--- config.mk ---
export PLATFORM = sky130hd
export DESIGN_NAME = tmr_match_ctrl
export DESIGN_NICKNAME = d
export VERILOG_FILES = /design/src/rtl/tmr_pkg.sv /design/src/rtl/tmr_prescaler.sv /design/src/rtl/tmr_match_bank.sv /design/src/rtl/tmr_match_ctrl.sv
export SDC_FILE = /design/constraint.sdc
export NUM_CORES = 1
export LEC_CHECK = 0
export BUFFER_PORTS_ARGS = -buffer_cell sky130_fd_sc_hd__buf_2
export CAP_MARGIN = 20
export CORE_MARGIN = 3
export CORE_UTILIZATION = 25
export DETAILED_ROUTE_END_ITERATION = 7
export PLACE_DENSITY = 0.44
export SLEW_MARGIN = 20
export SYNTH_ARGS = -nofsm -noshare
export SYNTH_HDL_FRONTEND = slang
export SYNTH_SLANG_ARGS = --single-unit
--- constraint.sdc ---
create_clock -name clk -period 2.3 [get_ports clk]
set_input_delay 0.23 -clock clk [delete_from_list [all_inputs] [get_ports clk]]
set_output_delay 0.23 -clock clk [all_outputs]
set_load 0.05 [all_outputs]
--- src/rtl/tmr_pkg.sv ---
package tmr_pkg;
  localparam int ADDR_CTRL = 'h00;
  localparam int ADDR_FLAG = 'h04;
  localparam int ADDR_TC   = 'h08;
  localparam int ADDR_PRE  = 'h0C;
  localparam int ADDR_PC   = 'h10;
  localparam int ADDR_MCTL = 'h14;
  localparam int ADDR_MR0  = 'h18;

  // action bit offsets inside a channel's 3-bit slice
  localparam int ACT_INT  = 0;
  localparam int ACT_ZERO = 1;
  localparam int ACT_HALT = 2;

  localparam logic [2:0] CM_UP = 3'd0;

  function automatic int mr_addr(int k);
    return ADDR_MR0 + 4 * k;
  endfunction
endpackage

--- src/rtl/tmr_prescaler.sv ---
module tmr_prescaler #(
  parameter int TW = 16
) (
  input  logic          clk,
  input  logic          rst_n,
  input  logic          run,
  input  logic          clear,
  input  logic [TW-1:0] limit,
  output logic [TW-1:0] pc_o,
  output logic          tick_o
);
  logic [TW-1:0] pc_q;

  assign tick_o = run && (pc_q >= limit) && !clear;
  assign pc_o   = pc_q;

  always_ff @(posedge clk) begin
    if (!rst_n)       pc_q <= '0;
    else if (clear)   pc_q <= '0;
    else if (tick_o)  pc_q <= '0;
    else if (run)     pc_q <= pc_q + 1'b1;
  end

  // a wrap always returns to zero
  a_r2_wrap_zero: assert property (@(posedge clk) disable iff (!rst_n)
    tick_o |=> pc_q == '0);
  // between wraps the prescale count steps by exactly one
  a_r2_pc_step: assert property (@(posedge clk) disable iff (!rst_n)
    (run && !tick_o && !clear) |=> pc_q == TW'($past(pc_q) + 1'b1));
endmodule

--- src/rtl/tmr_match_bank.sv ---
module tmr_match_bank #(
  parameter int NCH = 10,
  parameter int TW  = 16,
  localparam int MCW = 3 * NCH
) (
  input  logic [TW-1:0]          tc,
  input  logic [NCH-1:0][TW-1:0] mr,
  input  logic [MCW-1:0]         mctl,
  output logic [NCH-1:0]         hit_int,
  output logic                   any_halt,
  output logic                   any_zero
);
  import tmr_pkg::*;

  logic [NCH-1:0] eq, halt_v, zero_v;

  for (genvar k = 0; k < NCH; k++) begin : g_ch
    assign eq[k]      = (mr[k] == tc);
    assign hit_int[k] = eq[k] & mctl[3*k + ACT_INT];
    assign zero_v[k]  = eq[k] & mctl[3*k + ACT_ZERO];
    assign halt_v[k]  = eq[k] & mctl[3*k + ACT_HALT];
  end

  assign any_halt = |halt_v;
  assign any_zero = |zero_v;
endmodule

--- src/rtl/tmr_match_ctrl.sv ---
module tmr_match_ctrl #(
  parameter int NCH = 10,
  parameter int TW  = 16,
  parameter int DW  = 32,
  parameter int AW  = 8
) (
  input  logic           clk,
  input  logic           rst_n,
  input  logic           wr_en,
  input  logic [AW-1:0]  wr_addr,
  input  logic [DW-1:0]  wr_data,
  input  logic [AW-1:0]  rd_addr,
  output logic [DW-1:0]  rd_data,
  input  logic [2:0]     cnt_mode,
  output logic           run,
  output logic [TW-1:0]  tc_value,
  output logic [NCH-1:0] match_irq,
  output logic           irq
);
  import tmr_pkg::*;

  localparam int MCW = 3 * NCH;

  logic                   cen_q;
  logic [TW-1:0]          pre_q, tc_q, pc;
  logic [MCW-1:0]         mctl_q;
  logic [NCH-1:0][TW-1:0] mr_q;
  logic [NCH-1:0]         flags_q, hit_int, flag_set, flag_clr;
  logic                   any_halt, any_zero, tick;
  logic                   wr_ctrl, clr_req, halt_evt, zero_evt;
  logic                   unused_hi;

  function automatic logic [TW-1:0] tc_after_tick(logic [TW-1:0] cur,
                                                  logic halt, logic zero);
    if (halt)      return cur;
    else if (zero) return '0;
    else           return cur + 1'b1;
  endfunction

  assign unused_hi = ^wr_data[DW-1:MCW];

  assign wr_ctrl  = wr_en && (wr_addr == AW'(ADDR_CTRL));
  assign clr_req  = wr_ctrl && wr_data[1];
  assign flag_clr = (wr_en && wr_addr == AW'(ADDR_FLAG)) ? wr_data[NCH-1:0] : '0;

  tmr_prescaler #(.TW(TW)) u_pre (
    .clk(clk), .rst_n(rst_n), .run(cen_q), .clear(clr_req),
    .limit(pre_q), .pc_o(pc), .tick_o(tick)
  );

  tmr_match_bank #(.NCH(NCH), .TW(TW)) u_bank (
    .tc(tc_q), .mr(mr_q), .mctl(mctl_q),
    .hit_int(hit_int), .any_halt(any_halt), .any_zero(any_zero)
  );

  assign halt_evt = tick && any_halt;
  assign zero_evt = tick && any_zero && !any_halt;
  assign flag_set = (tick && cnt_mode == CM_UP) ? hit_int : '0;

  always_ff @(posedge clk) begin
    if (!rst_n) begin
      cen_q  <= 1'b0;
      pre_q  <= '0;
      mctl_q <= '0;
      tc_q   <= '0;
      flags_q <= '0;
      mr_q   <= '0;
    end else begin
      if (halt_evt)     cen_q <= 1'b0;
      else if (wr_ctrl) cen_q <= wr_data[0];

      if (clr_req)   tc_q <= '0;
      else if (tick) tc_q <= tc_after_tick(tc_q, any_halt, any_zero);

      flags_q <= (flags_q & ~flag_clr) | flag_set;

      if (wr_en && wr_addr == AW'(ADDR_PRE))  pre_q  <= wr_data[TW-1:0];
      if (wr_en && wr_addr == AW'(ADDR_MCTL)) mctl_q <= wr_data[MCW-1:0];
      for (int k = 0; k < NCH; k++)
        if (wr_en && wr_addr == AW'(mr_addr(k))) mr_q[k] <= wr_data[TW-1:0];
    end
  end

  always_comb begin
    rd_data = '0;
    case (rd_addr)
      AW'(ADDR_CTRL): rd_data = DW'(cen_q);
      AW'(ADDR_FLAG): rd_data = DW'(flags_q);
      AW'(ADDR_TC):   rd_data = DW'(tc_q);
      AW'(ADDR_PRE):  rd_data = DW'(pre_q);
      AW'(ADDR_PC):   rd_data = DW'(pc);
      AW'(ADDR_MCTL): rd_data = DW'(mctl_q);
      default: begin
        for (int k = 0; k < NCH; k++)
          if (rd_addr == AW'(mr_addr(k))) rd_data = DW'(mr_q[k]);
      end
    endcase
  end

  assign run       = cen_q;
  assign tc_value  = tc_q;
  assign match_irq = flags_q;
  assign irq       = |flags_q;

  // a halt match drops run and freezes the count
  a_r5_halt_stops: assert property (@(posedge clk) disable iff (!rst_n)
    halt_evt |=> (!cen_q && tc_q == $past(tc_q)));
  // halt beats zero-count on the same tick
  a_r6_halt_over_zero: assert property (@(posedge clk) disable iff (!rst_n)
    (tick && any_halt && any_zero) |=> tc_q == $past(tc_q));
  // zero-count match clears the count
  a_r4_zero_count: assert property (@(posedge clk) disable iff (!rst_n)
    zero_evt |=> tc_q == '0);
  // count rises by one on a plain tick
  a_r2_tc_step: assert property (@(posedge clk) disable iff (!rst_n)
    (tick && !any_halt && !any_zero) |=> tc_q == TW'($past(tc_q) + 1'b1));
  // count holds between ticks
  a_r2_tc_hold: assert property (@(posedge clk) disable iff (!rst_n)
    (!tick && !clr_req) |=> $stable(tc_q));
  // no flag rises outside up-counting mode
  a_r8_mode_gate: assert property (@(posedge clk) disable iff (!rst_n)
    (cnt_mode != CM_UP) |=> ((flags_q & ~$past(flags_q)) == '0));
  // flags fall only through a clear write
  a_r9_sticky: assert property (@(posedge clk) disable iff (!rst_n)
    !(wr_en && wr_addr == AW'(ADDR_FLAG)) |=> (($past(flags_q) & ~flags_q) == '0));
  // counter clear zeroes the count
  a_r11_clear: assert property (@(posedge clk) disable iff (!rst_n)
    clr_req |=> tc_q == '0);
endmodule

==> run summary <==
The flow ran to the end, but the final reports show violations. The checks that failed: negative setup slack. After synthesis, the cell types taking the most area are sky130_fd_sc_hd__dfxtp_1 (35%), sky130_fd_sc_hd__xnor2_1 (10%), sky130_fd_sc_hd__mux2i_1 (7.9%), sky130_fd_sc_hd__nand2_1 (5.9%), sky130_fd_sc_hd__nor2b_1 (5.3%).

The maximum operating frequency is 0.373 GHz. The routed wire length is 67,700 um. The floorplan step defined a die boundary enclosing 60,000 um^2. The total of buffers placed on input and output ports came out at 109.

The synthesized design devotes to its leading area cell type 34.9% of total area. The total number of placement rows came out at 86. The number of top-level design ports is 114. The max-capacitance violation count came out at 0. Setup repair after global routing could not meet its margin everywhere. The HPWL after detailed placement is 47,900 um. The critical path is of the in -> out type. The category of the worst setup path capture point is an output pin. The number of vias after detailed routing came out at 14,300. The maximum buffer depth of the clock tree came out at 3. The area of the core came out at 55,700 um^2. The dominant cell type by count on the critical path is sky130_fd_sc_hd__buf_12.

The total overflow reported by the global router came out at 0. The worst relative slew slack is 50.1%. The number of H-tree levels is 2. TritonCTS created 34 clock buffers. By count the netlist is led by sky130_fd_sc_hd__dfxtp_1 (249), sky130_fd_sc_hd__nand2_1 (223), sky130_fd_sc_hd__xnor2_1 (164).

Summed over all instances, the cell type with the most area after synthesis is sky130_fd_sc_hd__dfxtp_1. Traced cell by cell, the critical path runs through buf_6 -> or4b_4 -> nor2_4 -> buf_12 -> buf_8 -> a222oi_1 -> nand3_1 -> nor3_2 -> o21ai_2 -> buf_12. The worst slack on hold paths is 0.123 ns.

The clock latency on the worst-skew pair came out at 0.55 ns. Clock skew on the completed layout was measured at 0.0297 ns. The post-placement setup slack came out at -0.500 ns. Data on the critical path is required at its endpoint by 2.07 ns. The post-CTS clock slew at the launch and capture registers of the worst setup and hold paths came out at 0.06 ns. On the critical path, the stage with the largest delay is an instance of sky130_fd_sc_hd__a222oi_1. The number of synthesized register bits is 249. Summed over all cells, the static leakage comes to 8.16 nW. The signed area change from the synthesized netlist to the final layout came out at 51.6%. At the pin with the least slew margin, the transition time is 0.748 ns.

The average wire length per cell after detail routing is 23.7 um. Yosys instantiated no cell more often than sky130_fd_sc_hd__dfxtp_1. The final core area utilization came out at 38.8%. The count of final setup violators came out at 38.

For this run, the total global-route usage over all layers was measured as 21.8%. The number of enable-type register cells in the synthesized netlist came out at 0. Sequential elements use 34.9% of the synthesized area. The highest fanout seen on the critical path is 6. The number of distinct standard cells referenced by the synthesized netlist came out at 72. The highest ir drop seen on vdd is 0.380 mV. Of all flip-flops after synthesis, the portion carrying an async set or reset was 0%. Subtracting the final worst setup slack from the clock period gives 2.68 ns. The tightest min-delay check is of the in -> reg type.

The most frequently used flop master after synthesis is sky130_fd_sc_hd__dfxtp_1. The mean instance size in the synthesized netlist came out at 8.86 um^2. In this run the horizontal extent of the chip is 245 um.

The wire length of the first global-routing pass is 96,400 um. The arrival time of data at the critical path endpoint came out at 2.45 ns. The final weighted congestion in routability-driven placement is 0.882. For this run, the number of Yosys warnings is 0. The final instance area came out at 21,600 um^2. The fraction of the cycle the final worst path needs came out at 117%.

The via count of the first global-routing pass is 13,900. The number of nets in the final layout came out at 2,149. The area after detailed placement came out at 18,300 um^2. The initial core utilization came out at 25.6%. The number of nets with antenna violations after detailed routing came out at 0. The cell sitting at the root of the clock tree is a sky130_fd_sc_hd__clkbuf_16.

The final-report hold violation count came out at 0. Using the TritonRoute via totals, the vias-per-cell ratio works out to 5.03. The fraction of layout cells with a size suffix above 1 is 40.6%. The initial antenna violation count is 3.

TritonCTS built the clock tree. The die extent in y came out at 245 um. After detailed routing, the number of remaining DRC violations is 0.

For this design the ratio of total power to cell area is 472 nW/um^2. The number of clock sinks came out at 249. The final max-slew violation count came out at 0.

The pin count of the biggest net entering global routing is 99. The total iterations of the first detailed-routing run is 8. The startpoint kind of the worst setup timing path is an input port. On the worst path, the slowest cell contributes a delay of 0.66 ns.

The number of DRC markers in iteration 0 came out at 1,213. The instance count of the mapped netlist is 1,610. Across all setup checks in the final design, the least slack found is -0.384 ns. The total standard cell area after synthesis came out at 14,300 um^2.
## area by class of cell
cell class,instances,area (um^2)
Inverter,25,96.3
Tap cell,748,936
Clock inverter,10,121
Fill cell,5719,34100
Sequential cell,249,5080
Clock buffer,50,992
Multi-Input combinational cell,1206,9440
Timing Repair Buffer,561,4960
Antenna cell,1,2.50
## path summary, 6_finish.rpt
kind	from	endpoint	slack [ns]	cells past startpoint
hold / removal	wr_data[3]	mr_q[115]$_SDFFE_PN0P_	0.12	3
setup reg to reg	tc_value[4]$_SDFFE_PP0P_	tc_value[14]$_SDFFE_PP0P_	-0.33	10
setup / recovery	rd_addr[5]	rd_data[12]	-0.38	10
hold reg to reg	mctl_q[25]$_SDFFE_PN0P_	mctl_q[25]$_SDFFE_PN0P_	0.48	2
## state kept, by name (all words and copies together) (netlist names)
name        flops
match_irq      10
tc_value       16
u_pre.pc_o     16
pre_q          16
run             1
mr_q          160
mctl_q         30
## power breakdown
| group | internal (mW) | switching [mW] |
|---|---|---|
| registers | 4.30 | 0.00475 |
| clock network | 3.23 | 2.15 |
| logic | 0.203 | 0.319 |
## metal layers
layer / up-vias / part of all wire, % / global-route usage, %
li1: 6601 / - / -
met1: 7091 / 46 / 31.6
met2: 532 / 42 / 32.1
met3: 102 / 8.7 / 4.98
met4: 4 / 2.7 / 6.11
met5: - / 0.034 / 0
## cells by family (layout without fill, tap and decap cells)
group                      after synthesis  count (layout)  synth area share [%]
adders and majority gates               18              18                  1.58
DFF                                    249             249                  34.9
AOI/OAI and AO/OA                      285             285                  16.1
and+or+nand+nor                        612             613                  22.4
xor gates and xnor gates               175             175                  10.8
other                                    1               3                0.0263
muxes                                  113             113                  7.93
buffers and inverters                  157             646                  6.31
## per-stage QoR
step	total power [mW]	instances	setup TNS, ns
floorplan	4.61	1611	-1.39
global placement	4.86	2680	-16.19
detailed placement	4.86	2680	-16.88
CTS	10.3	2811	-7.44
global route	10.5	2849	-10.53
finish	10.2	2850	-8.26
## worst max-delay path: cells and delay by family
family	cells	cell delay [ns]
AND/OR/NAND/NOR	4	0.92
AO/OA/AOI/OAI	2	0.77
buffers and inverters	4	0.52
## cells in the final DEF, fill, tap and decap left out, types with 19 or more instances in the layout
cell type / Yosys / final
sky130_fd_sc_hd__inv_1: 25 / 19
sky130_fd_sc_hd__nor2_1: 74 / 57
sky130_fd_sc_hd__a22oi_2: 5 / 20
sky130_fd_sc_hd__mux2i_1: 113 / 113
sky130_fd_sc_hd__a22oi_1: 43 / 28
sky130_fd_sc_hd__buf_6: 26 / 73
sky130_fd_sc_hd__a222oi_1: 20 / 20
sky130_fd_sc_hd__dfxtp_1: 249 / 204
sky130_fd_sc_hd__buf_4: 11 / 351
sky130_fd_sc_hd__buf_2: 20 / 72
sky130_fd_sc_hd__nand2_1: 223 / 221
sky130_fd_sc_hd__nand4_1: 56 / 56
sky130_fd_sc_hd__clkbuf_16: 0 / 38
sky130_fd_sc_hd__a21boi_0: 91 / 91
sky130_fd_sc_hd__buf_12: 3 / 38
sky130_fd_sc_hd__xnor2_1: 164 / 140
sky130_fd_sc_hd__xnor2_2: 1 / 24
sky130_fd_sc_hd__dfxtp_2: 0 / 29
sky130_fd_sc_hd__nor2b_1: 122 / 122
## repair_timing
action | 4_1_cts | 5_1_grt
endpoints found under the hold margin | 14 | 0
buffers inserted | 63 | 42
endpoints found under the setup margin | 57 | 57
gates cloned | 3 | 3
gates resized for setup | 170 | 145
pin swaps | 92 | 107
hold buffers | 14 | 0
(Power assumes the default switching activity.)
